## src/rtl/sfr_pkg.sv

```systemverilog
package sfr_pkg;
  localparam int CHAR_MAX = 12;
  localparam int IDX_W = $clog2(CHAR_MAX + 4);

  typedef logic [CHAR_MAX-1:0] char_t;

  typedef struct packed {
    logic [IDX_W-1:0] nchar;
    logic             has_extra;
    logic             extra_par;
    logic             dual_stop;
  } layout_t;

  // Dual-stop wins over parity, parity wins over address mark.
  function automatic layout_t pick_layout(input logic nine, input logic dual,
                                          input logic wide, input logic par_en,
                                          input logic addr_en);
    layout_t l;
    logic [IDX_W-1:0] base;
    base = nine ? IDX_W'(9) : IDX_W'(8);
    if (dual) begin
      l.nchar     = wide ? IDX_W'(12) : IDX_W'(8);
      l.has_extra = 1'b1;
      l.extra_par = 1'b1;
      l.dual_stop = 1'b1;
    end else if (par_en) begin
      l.nchar     = base - IDX_W'(1);
      l.has_extra = 1'b1;
      l.extra_par = 1'b1;
      l.dual_stop = 1'b0;
    end else if (addr_en) begin
      l.nchar     = base - IDX_W'(1);
      l.has_extra = 1'b1;
      l.extra_par = 1'b0;
      l.dual_stop = 1'b0;
    end else begin
      l.nchar     = base;
      l.has_extra = 1'b0;
      l.extra_par = 1'b0;
      l.dual_stop = 1'b0;
    end
    return l;
  endfunction
endpackage

```

## src/rtl/sfr_bit_sampler.sv

```systemverilog
module sfr_bit_sampler #(
  parameter int OVERSAMPLE  = 16,
  parameter int VOTE_MID    = 8,
  parameter int SYNC_STAGES = 2
) (
  input  logic clk,
  input  logic rst_n,
  input  logic tick_i,
  input  logic rx_i,
  input  logic release_i,
  output logic bit_stb_o,
  output logic bit_val_o,
  output logic busy_o
);
  localparam int PH_W = $clog2(OVERSAMPLE);
  localparam logic [PH_W-1:0] PH_A    = PH_W'(VOTE_MID - 1);
  localparam logic [PH_W-1:0] PH_B    = PH_W'(VOTE_MID);
  localparam logic [PH_W-1:0] PH_C    = PH_W'(VOTE_MID + 1);
  localparam logic [PH_W-1:0] PH_LAST = PH_W'(OVERSAMPLE - 1);

  logic rx_s;

  generate
    if (SYNC_STAGES == 0) begin : g_nosync
      assign rx_s = rx_i;
    end else begin : g_sync
      logic [SYNC_STAGES-1:0] sq;
      always_ff @(posedge clk or negedge rst_n) begin
        if (!rst_n) sq <= '1;
        else        sq <= (sq << 1) | SYNC_STAGES'(rx_i);
      end
      assign rx_s = sq[SYNC_STAGES-1];
    end
  endgenerate

  logic            active_q;
  logic [PH_W-1:0] phase_q;
  logic            vote_a_q, vote_b_q;
  logic            majority;

  assign majority = (vote_a_q & vote_b_q) | (vote_a_q & rx_s) | (vote_b_q & rx_s);
  assign busy_o   = active_q;

  always_ff @(posedge clk or negedge rst_n) begin
    if (!rst_n) begin
      active_q  <= 1'b0;
      phase_q   <= '0;
      vote_a_q  <= 1'b1;
      vote_b_q  <= 1'b1;
      bit_stb_o <= 1'b0;
      bit_val_o <= 1'b1;
    end else begin
      bit_stb_o <= 1'b0;
      if (release_i) begin
        active_q <= 1'b0;
      end else if (tick_i) begin
        if (!active_q) begin
          if (!rx_s) begin
            active_q <= 1'b1;
            phase_q  <= PH_W'(1);
          end
        end else begin
          phase_q <= (phase_q == PH_LAST) ? '0 : phase_q + PH_W'(1);
          if (phase_q == PH_A) vote_a_q <= rx_s;
          if (phase_q == PH_B) vote_b_q <= rx_s;
          if (phase_q == PH_C) begin
            bit_stb_o <= 1'b1;
            bit_val_o <= majority;
          end
        end
      end
    end
  end


  vote_after_tick_chk: assert property (@(posedge clk) disable iff (!rst_n)
    bit_stb_o |-> $past(tick_i) && $past(active_q));


  hunt_start_chk: assert property (@(posedge clk) disable iff (!rst_n)
    $rose(active_q) |-> $past(!rx_s) && $past(tick_i));
endmodule

```

## src/rtl/sfr_frame_ctrl.sv

```systemverilog
module sfr_frame_ctrl
  import sfr_pkg::*;
(
  input  logic    clk,
  input  logic    rst_n,
  input  logic    bit_stb_i,
  input  logic    bit_val_i,
  input  layout_t layout_i,
  input  logic    par_odd_i,
  output logic    release_o,
  output logic    done_o,
  output char_t   char_o,
  output logic    addr_o,
  output logic    perr_o,
  output logic    ferr_o
);
  localparam int PAY_W = CHAR_MAX + 1;

  logic [IDX_W-1:0] idx_q;
  layout_t          lay_q;
  logic             odd_q;
  logic [PAY_W-1:0] pay_q;
  logic             ferr_q;

  logic [IDX_W-1:0] pay_n, last_n;
  logic             in_start, in_pay, at_last;
  logic [PAY_W-1:0] mask_w;
  char_t            chr_w;
  logic             extra_w;

  assign pay_n    = lay_q.nchar + IDX_W'(lay_q.has_extra);
  assign last_n   = pay_n + (lay_q.dual_stop ? IDX_W'(2) : IDX_W'(1));
  assign in_start = (idx_q == '0);
  assign in_pay   = !in_start && (idx_q <= pay_n);
  assign at_last  = !in_start && (idx_q == last_n);
  assign mask_w   = (PAY_W'(1) << lay_q.nchar) - PAY_W'(1);
  assign chr_w    = char_t'(pay_q & mask_w);
  assign extra_w  = pay_q[lay_q.nchar];

  assign release_o = bit_stb_i && (in_start ? bit_val_i : at_last);

  always_ff @(posedge clk or negedge rst_n) begin
    if (!rst_n) begin
      idx_q  <= '0;
      lay_q  <= '0;
      odd_q  <= 1'b0;
      pay_q  <= '0;
      ferr_q <= 1'b0;
      done_o <= 1'b0;
      char_o <= '0;
      addr_o <= 1'b0;
      perr_o <= 1'b0;
      ferr_o <= 1'b0;
    end else begin
      done_o <= 1'b0;
      if (bit_stb_i) begin
        if (in_start) begin
          if (!bit_val_i) begin
            idx_q  <= IDX_W'(1);
            lay_q  <= layout_i;
            odd_q  <= par_odd_i;
            pay_q  <= '0;
            ferr_q <= 1'b0;
          end
        end else if (in_pay) begin
          pay_q[idx_q - IDX_W'(1)] <= bit_val_i;
          idx_q <= idx_q + IDX_W'(1);
        end else if (at_last) begin
          idx_q  <= '0;
          done_o <= 1'b1;
          char_o <= chr_w;
          addr_o <= lay_q.has_extra & ~lay_q.extra_par & extra_w;
          perr_o <= lay_q.extra_par & (^chr_w ^ extra_w ^ odd_q);
          ferr_o <= ferr_q | ~bit_val_i;
        end else begin
          ferr_q <= ~bit_val_i;
          idx_q  <= idx_q + IDX_W'(1);
        end
      end
    end
  end


  idx_bound_chk: assert property (@(posedge clk) disable iff (!rst_n)
    (idx_q != '0) |-> (idx_q <= last_n));


  done_after_bit_chk: assert property (@(posedge clk) disable iff (!rst_n)
    done_o |-> $past(bit_stb_i) && $past(release_o));


  perr_mode_chk: assert property (@(posedge clk) disable iff (!rst_n)
    (done_o && perr_o) |-> lay_q.extra_par);
endmodule

```

## src/rtl/sfr_out_stage.sv

```systemverilog
module sfr_out_stage
  import sfr_pkg::*;
(
  input  logic  clk,
  input  logic  rst_n,
  input  logic  done_i,
  input  char_t char_i,
  input  logic  addr_i,
  input  logic  perr_i,
  input  logic  ferr_i,
  output logic  out_valid,
  input  logic  out_ready,
  output char_t out_data,
  output logic  out_addr,
  output logic  out_perr,
  output logic  out_ferr,
  output logic  overrun_o
);
  logic blocked;
  assign blocked = out_valid && !out_ready;

  always_ff @(posedge clk or negedge rst_n) begin
    if (!rst_n) begin
      out_valid <= 1'b0;
      out_data  <= '0;
      out_addr  <= 1'b0;
      out_perr  <= 1'b0;
      out_ferr  <= 1'b0;
      overrun_o <= 1'b0;
    end else begin
      overrun_o <= 1'b0;
      if (done_i) begin
        if (blocked) begin
          overrun_o <= 1'b1;
        end else begin
          out_valid <= 1'b1;
          out_data  <= char_i;
          out_addr  <= addr_i;
          out_perr  <= perr_i;
          out_ferr  <= ferr_i;
        end
      end else if (out_ready) begin
        out_valid <= 1'b0;
      end
    end
  end


  hold_stable_chk: assert property (@(posedge clk) disable iff (!rst_n)
    (out_valid && !out_ready) |=> out_valid && $stable(out_data) &&
      $stable(out_addr) && $stable(out_perr) && $stable(out_ferr));


  overrun_drop_chk: assert property (@(posedge clk) disable iff (!rst_n)
    overrun_o |-> out_valid && $past(out_valid) && $past(!out_ready));


  addr_par_excl_chk: assert property (@(posedge clk) disable iff (!rst_n)
    out_valid |-> !(out_addr && out_perr));
endmodule

```

## src/rtl/sci_frame_rx.sv

```systemverilog
module sci_frame_rx
  import sfr_pkg::*;
#(
  parameter int OVERSAMPLE  = 16,
  parameter int SYNC_STAGES = 2
) (
  input  logic                clk,
  input  logic                rst_n,
  input  logic                tick_i,
  input  logic                rx_i,
  input  logic                cfg_nine,
  input  logic                cfg_par_en,
  input  logic                cfg_addr_en,
  input  logic                cfg_par_odd,
  input  logic                cfg_dual_stop,
  input  logic                cfg_wide,
  output logic                out_valid,
  input  logic                out_ready,
  output logic [CHAR_MAX-1:0] out_data,
  output logic                out_addr,
  output logic                out_perr,
  output logic                out_ferr,
  output logic                overrun_o
);
  localparam int VOTE_MID = OVERSAMPLE / 2;

  logic    bit_stb, bit_val, busy, release_w;
  logic    done_w, addr_w, perr_w, ferr_w;
  char_t   char_w;
  layout_t layout_w;

  assign layout_w = pick_layout(cfg_nine, cfg_dual_stop, cfg_wide, cfg_par_en, cfg_addr_en);

  sfr_bit_sampler #(
    .OVERSAMPLE (OVERSAMPLE),
    .VOTE_MID   (VOTE_MID),
    .SYNC_STAGES(SYNC_STAGES)
  ) u_samp (
    .clk      (clk),
    .rst_n    (rst_n),
    .tick_i   (tick_i),
    .rx_i     (rx_i),
    .release_i(release_w),
    .bit_stb_o(bit_stb),
    .bit_val_o(bit_val),
    .busy_o   (busy)
  );

  sfr_frame_ctrl u_ctrl (
    .clk      (clk),
    .rst_n    (rst_n),
    .bit_stb_i(bit_stb),
    .bit_val_i(bit_val),
    .layout_i (layout_w),
    .par_odd_i(cfg_par_odd),
    .release_o(release_w),
    .done_o   (done_w),
    .char_o   (char_w),
    .addr_o   (addr_w),
    .perr_o   (perr_w),
    .ferr_o   (ferr_w)
  );

  sfr_out_stage u_out (
    .clk      (clk),
    .rst_n    (rst_n),
    .done_i   (done_w),
    .char_i   (char_w),
    .addr_i   (addr_w),
    .perr_i   (perr_w),
    .ferr_i   (ferr_w),
    .out_valid(out_valid),
    .out_ready(out_ready),
    .out_data (out_data),
    .out_addr (out_addr),
    .out_perr (out_perr),
    .out_ferr (out_ferr),
    .overrun_o(overrun_o)
  );


  busy_release_chk: assert property (@(posedge clk) disable iff (!rst_n)
    release_w |=> !busy);
endmodule

```

## config.mk

```make
export PLATFORM = sky130hd
export DESIGN_NAME = sci_frame_rx
export DESIGN_NICKNAME = d
export VERILOG_FILES = /design/src/rtl/sfr_pkg.sv /design/src/rtl/sfr_bit_sampler.sv /design/src/rtl/sfr_frame_ctrl.sv /design/src/rtl/sfr_out_stage.sv /design/src/rtl/sci_frame_rx.sv
export SDC_FILE = /design/constraint.sdc
export NUM_CORES = 1
export LEC_CHECK = 0
export CAP_MARGIN = 15
export CORE_MARGIN = 4
export CORE_UTILIZATION = 40
export CTS_CLUSTER_SIZE = 40
export DETAILED_ROUTE_END_ITERATION = 12
export PLACE_DENSITY = 0.63
export SLEW_MARGIN = 40
export SYNTH_ARGS = -nofsm -noshare
export SYNTH_HDL_FRONTEND = slang
export SYNTH_SLANG_ARGS = --single-unit
```

## constraint.sdc

```tcl
create_clock -name clk -period 3.61 [get_ports clk]
set_input_delay 0.722 -clock clk [delete_from_list [all_inputs] [get_ports clk]]
set_output_delay 0.722 -clock clk [all_outputs]
set_load 0.01 [all_outputs]
```

* Yosys cells after proc, flatten, opt, wreduce, memory -nomap -nowiden *
Cells that the tools add are included.

storage, ports and cells
  flip-flop bits (word level) = 70

cells by class
  equality and inequality tests = 10
  add/sub/neg operators = 7
  $lt $le $gt $ge = 4
  bitwise logic cells = 19
  shift-type cells = 1
  muxes and demuxes = 43
  reductions and logical operators = 23

operator list
  operator                                                                       count
  13-bit 2-to-1 mux                                                              3
  4-bit 2-to-1 mux                                                               7
  1-bit 2-to-1 mux                                                               25
  7-bit 2-to-1 mux                                                               3
  4-bit AND reduction                                                            5
  13-bit bitwise mux                                                             1
  12-bit AND                                                                     1
  4-bit == test (second input constant)                                          3
  12-bit parity                                                                  1
  1-bit by 4-bit left shift with 12-bit output (first input constant)            1
  12-bit by 2-bit subtractor with 12-bit output (second input constant)          1
  4-bit by 5-bit less-than comparator with 1-bit output (second input constant)  2
  3-bit AND reduction                                                            3
  4-bit by 1-bit adder with 4-bit output (second input constant)                 2
  4-bit by 1-bit subtractor with 4-bit output (second input constant)            2
  1-bit AND                                                                      6
  2-bit inequality test (second input constant)                                  3
  1-bit NOT                                                                      6
  2-bit AND reduction                                                            3
  2-bit nonzero test                                                             3
  1-bit logical AND                                                              5
  4-bit by 1-bit adder with 4-bit output                                         1
  4-bit adder                                                                    1
  1-bit binary-select mux with 4-bit select                                      1
  other kinds (13)                                                               18

* Logic depth before layout (Yosys ltp) *
  word-level depth = 8
  gate-level depth with buffers = 13

* Modules after synthesis *
A second synthesis with hierarchy kept.

unflattened totals
  cell total of the unflattened synthesis = 393
  area total of the unflattened synthesis = 4037.6 µm²

modules (own cells, without submodules)
  module           cells an instance  area an instance (µm²)  times used  seq. area each (µm²)
  sfr_frame_ctrl   297                2723.9                  1           1051.0
  sfr_out_stage    38                 688.2                   1           425.4
  sfr_bit_sampler  43                 525.5                   1           281.5
  sci_frame_rx     15                 100.1                   1           0.0

* Least setup slack after synthesis *
Ideal clock, no wire load.

  path type = register -> register
  start = register u_ctrl.lay_q[3] (netlist bit)
  end = register u_ctrl.char_o[9]
  buffers on the path = 2
  path slack = 0.710 ns
  cell stages (with the launch flop) = 12
  required time = 3.485 ns
  arrival time = 2.775 ns
  cell sequence = dfrtp_1 ha_1 ha_1 fa_1 xor2_1 or4_4 nor2_4 nand3_1 buf_2 buf_2 nand2_1 o31ai_1

on the way
  cells in the longest elaborated chain, start to end = 5
  elaborated cells between the ends (all ways) = 11
  those cells by class = add/sub (3); order compare (1); eq/ne (1); shift (1); bitwise (2); reduce/logical (3)

RTL lines
  item                                                                  line                                        text
  from (decl)                                                           sfr_frame_ctrl.sv:20                        layout_t lay_q;
  from (signal assigned)                                                sfr_frame_ctrl.sv:60                        lay_q <= layout_i;
  4-bit by 1-bit adder with 4-bit output                                sfr_frame_ctrl.sv:31                        assign pay_n = lay_q.nchar + IDX_W'(lay_q.has_extra);
  4-bit adder / 4-bit less-or-equal comparator (equally long branches)  sfr_frame_ctrl.sv:32, sfr_frame_ctrl.sv:34
  4-bit == test / 1-bit logical AND (equally long branches)             sfr_frame_ctrl.sv:35, sfr_frame_ctrl.sv:34
  1-bit logical AND / 1-bit NOT (equally long branches)                 -
  4-bit AND reduction (no line)                                         -
  to (signal assigned)                                                  sfr_frame_ctrl.sv:71                        char_o <= chr_w;
  to (decl)                                                             sfr_frame_ctrl.sv:12                        output char_t char_o,

Several ways; a longest one is shown, not always the timed one.
A chain may end at the register's enable or synchronous reset.

* Worst setup path after layout *
  start = register u_ctrl.lay_q[4] (netlist bit)
  end = register u_ctrl.perr_o

on the way
  cells in the longest elaborated chain, start to end = 7
  elaborated cells between the ends (all ways) = 17
  those cells by class = add/sub (3); order compare (1); eq/ne (1); shift (1); mux (2); bitwise (5); reduce/logical (4)

RTL lines
  item                                           line                  text
  1-bit by 4-bit left shift with 12-bit output   sfr_frame_ctrl.sv:36  assign mask_w = (PAY_W'(1) << lay_q.nchar) - PAY_W'(1);
  12-bit by 2-bit subtractor with 12-bit output  sfr_frame_ctrl.sv:36
  12-bit AND                                     sfr_frame_ctrl.sv:37  assign chr_w = char_t'(pay_q & mask_w);
  12-bit parity                                  sfr_frame_ctrl.sv:73  perr_o <= lay_q.extra_par & (^chr_w ^ extra_w ^ odd_q);
  1-bit XOR (2 in series)                        sfr_frame_ctrl.sv:73
  1-bit AND                                      sfr_frame_ctrl.sv:73
  to (signal assigned)                           sfr_frame_ctrl.sv:73
  to (decl)                                      sfr_frame_ctrl.sv:14  output logic perr_o,

Several ways; a longest one is shown, not always the timed one. The select of a mux whose other input is x is not followed.

==> impl_summary.log <==
INFO  metric largest_net_degree_at_the_start_of_global_routing = 68
INFO  metric num-nets-final = 459
INFO  metric critPathCaptureType = flop
INFO  metric leading_cell_type_in_the_layout_fill_and_taps_excluded = sky130_fd_sc_hd__nand2_1
INFO  metric layout_common_cells = sky130_fd_sc_hd__nand2_1 (75), sky130_fd_sc_hd__dfrtp_1 (65), sky130_fd_sc_hd__o21ai_0 (33)
INFO  metric clock.fmax = 320.5 MHz
INFO  metric fin_crit = 3.120 ns
INFO  metric insertion_delay_to_the_later_sink_of_the_worst_skew_pair = 0.35 ns
INFO  metric post-dp-hpwl = 5.904 mm
INFO  metric drc_errors = 0
INFO  metric detail-route-antenna-nets = 0
INFO  metric relSlewSlack = 52.61%
INFO  metric ys.warnings.count = 0
INFO  metric antenna_found_initial = 0
INFO  metric critPathRequiredTime = 3.85 ns
INFO  metric clock_tree_from_tritoncts = done
INFO  metric hold_ws = 0.1720 ns
INFO  metric holdCritPathClass = primary input to asynchronous set/reset pin
INFO  metric netlist_area = 4018 µm²
INFO  metric start_util = 41.10%
INFO  metric final.setup.tns = 0 ns
INFO  metric fillers = 944
INFO  metric rr_endpoint = u_ctrl.perr_o$_DFFE_PN0P_
INFO  metric final_max_slew_viol_count = 0
INFO  metric postRouteWirelength = 8.046 mm
INFO  metric powerDensity = 664.6 nW/µm²
INFO  metric crit_start = u_ctrl.lay_q[4]$_DFFE_PN0P_
INFO  metric startpoint_type = flop
INFO  metric cts.clk_slew.worst_paths = 0.08 ns
INFO  metric vdd.ir_drop.worst = 297.0 µV
INFO  metric share_of_synthesized_flip_flops_with_an_asynchronous_set_or_reset = 100.0%
INFO  metric met3_use_gr = 4.060%
INFO  metric cts_post_setup_buffers_inserted = 0
INFO  metric final.setup_skew = 0.008616 ns
INFO  metric setup_viol_count_final = 0
INFO  metric grt_util_met1 = 19.00%
INFO  metric first_global_vias = 2983
INFO  metric cp_max_fo = 10
INFO  metric place.port_buffers = 27
INFO  metric antenna-diode-count = 0
INFO  metric ys_dominant_reg_cell = sky130_fd_sc_hd__dfrtp_1
INFO  metric worst_r2r_path_depth = 10
INFO  metric cts.sinks = 70
INFO  metric fp.dieArea = 11710 µm²
INFO  metric place_congestion = 0.8023
INFO  metric ys_ff_latch = 70
INFO  metric horiz_die_dim = 108.2 µm
INFO  metric grt_setup_unrepaired = false
INFO  metric synthToLayoutAreaGrowth = 15.60%
INFO  metric outcome = complete, no violations
INFO  metric route.detailed.wl_per_inst = 14.24 µm
INFO  metric core_area = 9774 µm²
INFO  metric most_heavily_used_metal_layer_in_global_routing = met2
INFO  metric ctsLongestPathBuffers = 2
INFO  metric post_route_cells_drive_above_1_share = 14.81%
INFO  metric timing.critical_path.cells = nor3_1, nand2_1, ha_1, or2_1, o21ai_0, nand3_1, a21boi_0, xnor3_1, xnor2_1, o21ai_1
INFO  metric edff_count_synth = 0
INFO  metric worst_slew_pin_slew = 0.7043 ns
INFO  metric grt.total_usage = 15.31%
INFO  metric global_route_wire_length_before_repair = 14.29 mm
INFO  metric critPathKind = flop to flop
INFO  metric worstReg2RegStart = u_ctrl.lay_q[4]$_DFFE_PN0P_
INFO  metric htree_levels = 3
INFO  metric p_leak = 0.002114 µW
INFO  metric post_cts_resized = 0
INFO  metric worst-endpoint-arrival = 3.36 ns
INFO  metric drt_first_iter_violations = 173
INFO  metric synth_seq_area_share = 43.76%
INFO  metric fin_crit_sh = 86.44%
INFO  metric die_height = 108.2 µm
INFO  metric hold_viol = 0
INFO  metric reg2reg_setup_slack = 0.49 ns
INFO  metric synthCells = 400
INFO  metric worst_path_largest_cell_delay = 0.48 ns
INFO  metric vias_per_cell = 5.159
INFO  metric root_buffer = sky130_fd_sc_hd__clkbuf_8
INFO  metric groute.layer.met2.usage = 26.42%
INFO  metric yosysUniqueCellTypes = 60
INFO  metric cap_viol_max_count = 0
INFO  metric postSynthAreaPerCell = 10.04 µm²
INFO  metric num_vias = 2915
INFO  metric worst_path_max_delay_cell = sky130_fd_sc_hd__xnor3_1
INFO  metric drt_pass1_iterations = 4
INFO  metric cts-buffers-inserted = 9
INFO  metric grt-ovfl-total = 0
INFO  metric postCtsHoldBufs = 0
INFO  metric mappedNetlistNets = 432
INFO  metric top_level_ports = 28
INFO  metric rows = 36
==> metal layers <==
layer | wire length, µm | part of all wire [%]
met1 | 3577 | 44
met5 | 0 | 0
met2 | 4053 | 50
met3 | 312 | 3.9
met4 | 102 | 1.3
==> final cells by class <==
type | instances | area [µm²] | area share (%)
Clock buffer | 10 | 127.6 | 2.748
Clock inverter | 6 | 93.84 | 2.020
Tap cell | 133 | 166.4 | 3.583
Sequential cell | 70 | 1758 | 37.85
Timing Repair Buffer | 34 | 330.3 | 7.112
Multi-Input combinational cell | 295 | 2105 | 45.31
Inverter | 17 | 63.81 | 1.374
==> worst max-delay path by stage <==
stage          slack, ns                           end  cells past startpoint
2_1_floorplan       0.71  u_ctrl.char_o[9]$_DFFE_PN0P_                     11
3_3_place_gp        0.57     u_ctrl.perr_o$_DFFE_PN0P_                     10
3_5_place_dp        0.51     u_ctrl.perr_o$_DFFE_PN0P_                     10
4_1_cts             0.47     u_ctrl.perr_o$_DFFE_PN0P_                     10
5_1_grt             0.26     u_ctrl.perr_o$_DFFE_PN0P_                     10
6_report            0.49     u_ctrl.perr_o$_DFFE_PN0P_                     10
==> worst max-delay path: cells and delay by family, from the launching register on <==
family / cells / cell delay (ns)
AOI/OAI and AO/OA: 3 / 0.58
xor gates and xnor gates: 2 / 0.69
adders and majority gates: 1 / 0.32
DFF: 1 / 0.44
and+or+nand+nor: 4 / 0.98
==> cells in the mapped netlist, types with 5 or more instances <==
cell type | number | area, µm²
sky130_fd_sc_hd__nand2_1 | 75 | 281.5
sky130_fd_sc_hd__xnor2_1 | 9 | 78.83
sky130_fd_sc_hd__clkbuf_1 | 8 | 30.03
sky130_fd_sc_hd__dfstp_2 | 5 | 131.4
sky130_fd_sc_hd__nor3_1 | 5 | 25.02
sky130_fd_sc_hd__dfrtp_1 | 65 | 1627
sky130_fd_sc_hd__ha_1 | 20 | 250.2
sky130_fd_sc_hd__inv_1 | 17 | 63.81
sky130_fd_sc_hd__nand3_1 | 9 | 45.04
sky130_fd_sc_hd__buf_2 | 7 | 35.03
sky130_fd_sc_hd__xor2_1 | 8 | 70.07
sky130_fd_sc_hd__and2_1 | 5 | 31.28
sky130_fd_sc_hd__a21oi_1 | 24 | 120.1
sky130_fd_sc_hd__o31ai_1 | 5 | 37.54
sky130_fd_sc_hd__mux2_2 | 19 | 214.0
sky130_fd_sc_hd__o21ai_0 | 33 | 165.2
sky130_fd_sc_hd__nor2_1 | 10 | 37.54
==> flip-flops by register name, summed over array words and instances (netlist names), 2 cells and up <==
signal / cells
u_ctrl.pay_q: 13
u_out.out_data: 12
u_ctrl.lay_q: 7
u_samp.g_sync.sq: 2
u_samp.phase_q: 4
u_ctrl.idx_q: 4
u_ctrl.char_o: 12
==> per-stage QoR <==
step | utilization, % | cell area [µm²] | std cells | total power [µW] | worst slack [ns]
after global placement | 45.25 | 4423 | 549 | 2354 | 0.5695
after floorplan | - | 4018 | 400 | 2107 | 0.7098
final | 47.52 | 4644 | 565 | 3087 | 0.4896
after CTS | 47.52 | 4644 | 565 | 3119 | 0.4703
after detailed placement | 45.25 | 4423 | 549 | 2396 | 0.5058
after global routing | 47.52 | 4644 | 565 | 3338 | 0.2572
==> power breakdown <==
group	switching, µW	internal [µW]	leakage (µW)
clock network	308	394	0.000107
registers	142	897	0.000916
logic	764	582	0.00109
==> kinds of logic (layout without fill, tap and decap cells) <==
kind of cell | after synthesis | count (layout) | share of synthesized area, %
AO/OA/AOI/OAI | 89 | 89 | 13.52
XOR/XNOR | 21 | 21 | 5.824
adder cells (fa/ha/maj) | 22 | 22 | 6.976
buffers and inverters | 35 | 67 | 3.862
flip-flops | 70 | 70 | 43.76
multiplexers | 28 | 28 | 8.751
AND/OR/NAND/NOR | 135 | 135 | 17.32
(Power assumes the default switching activity.)
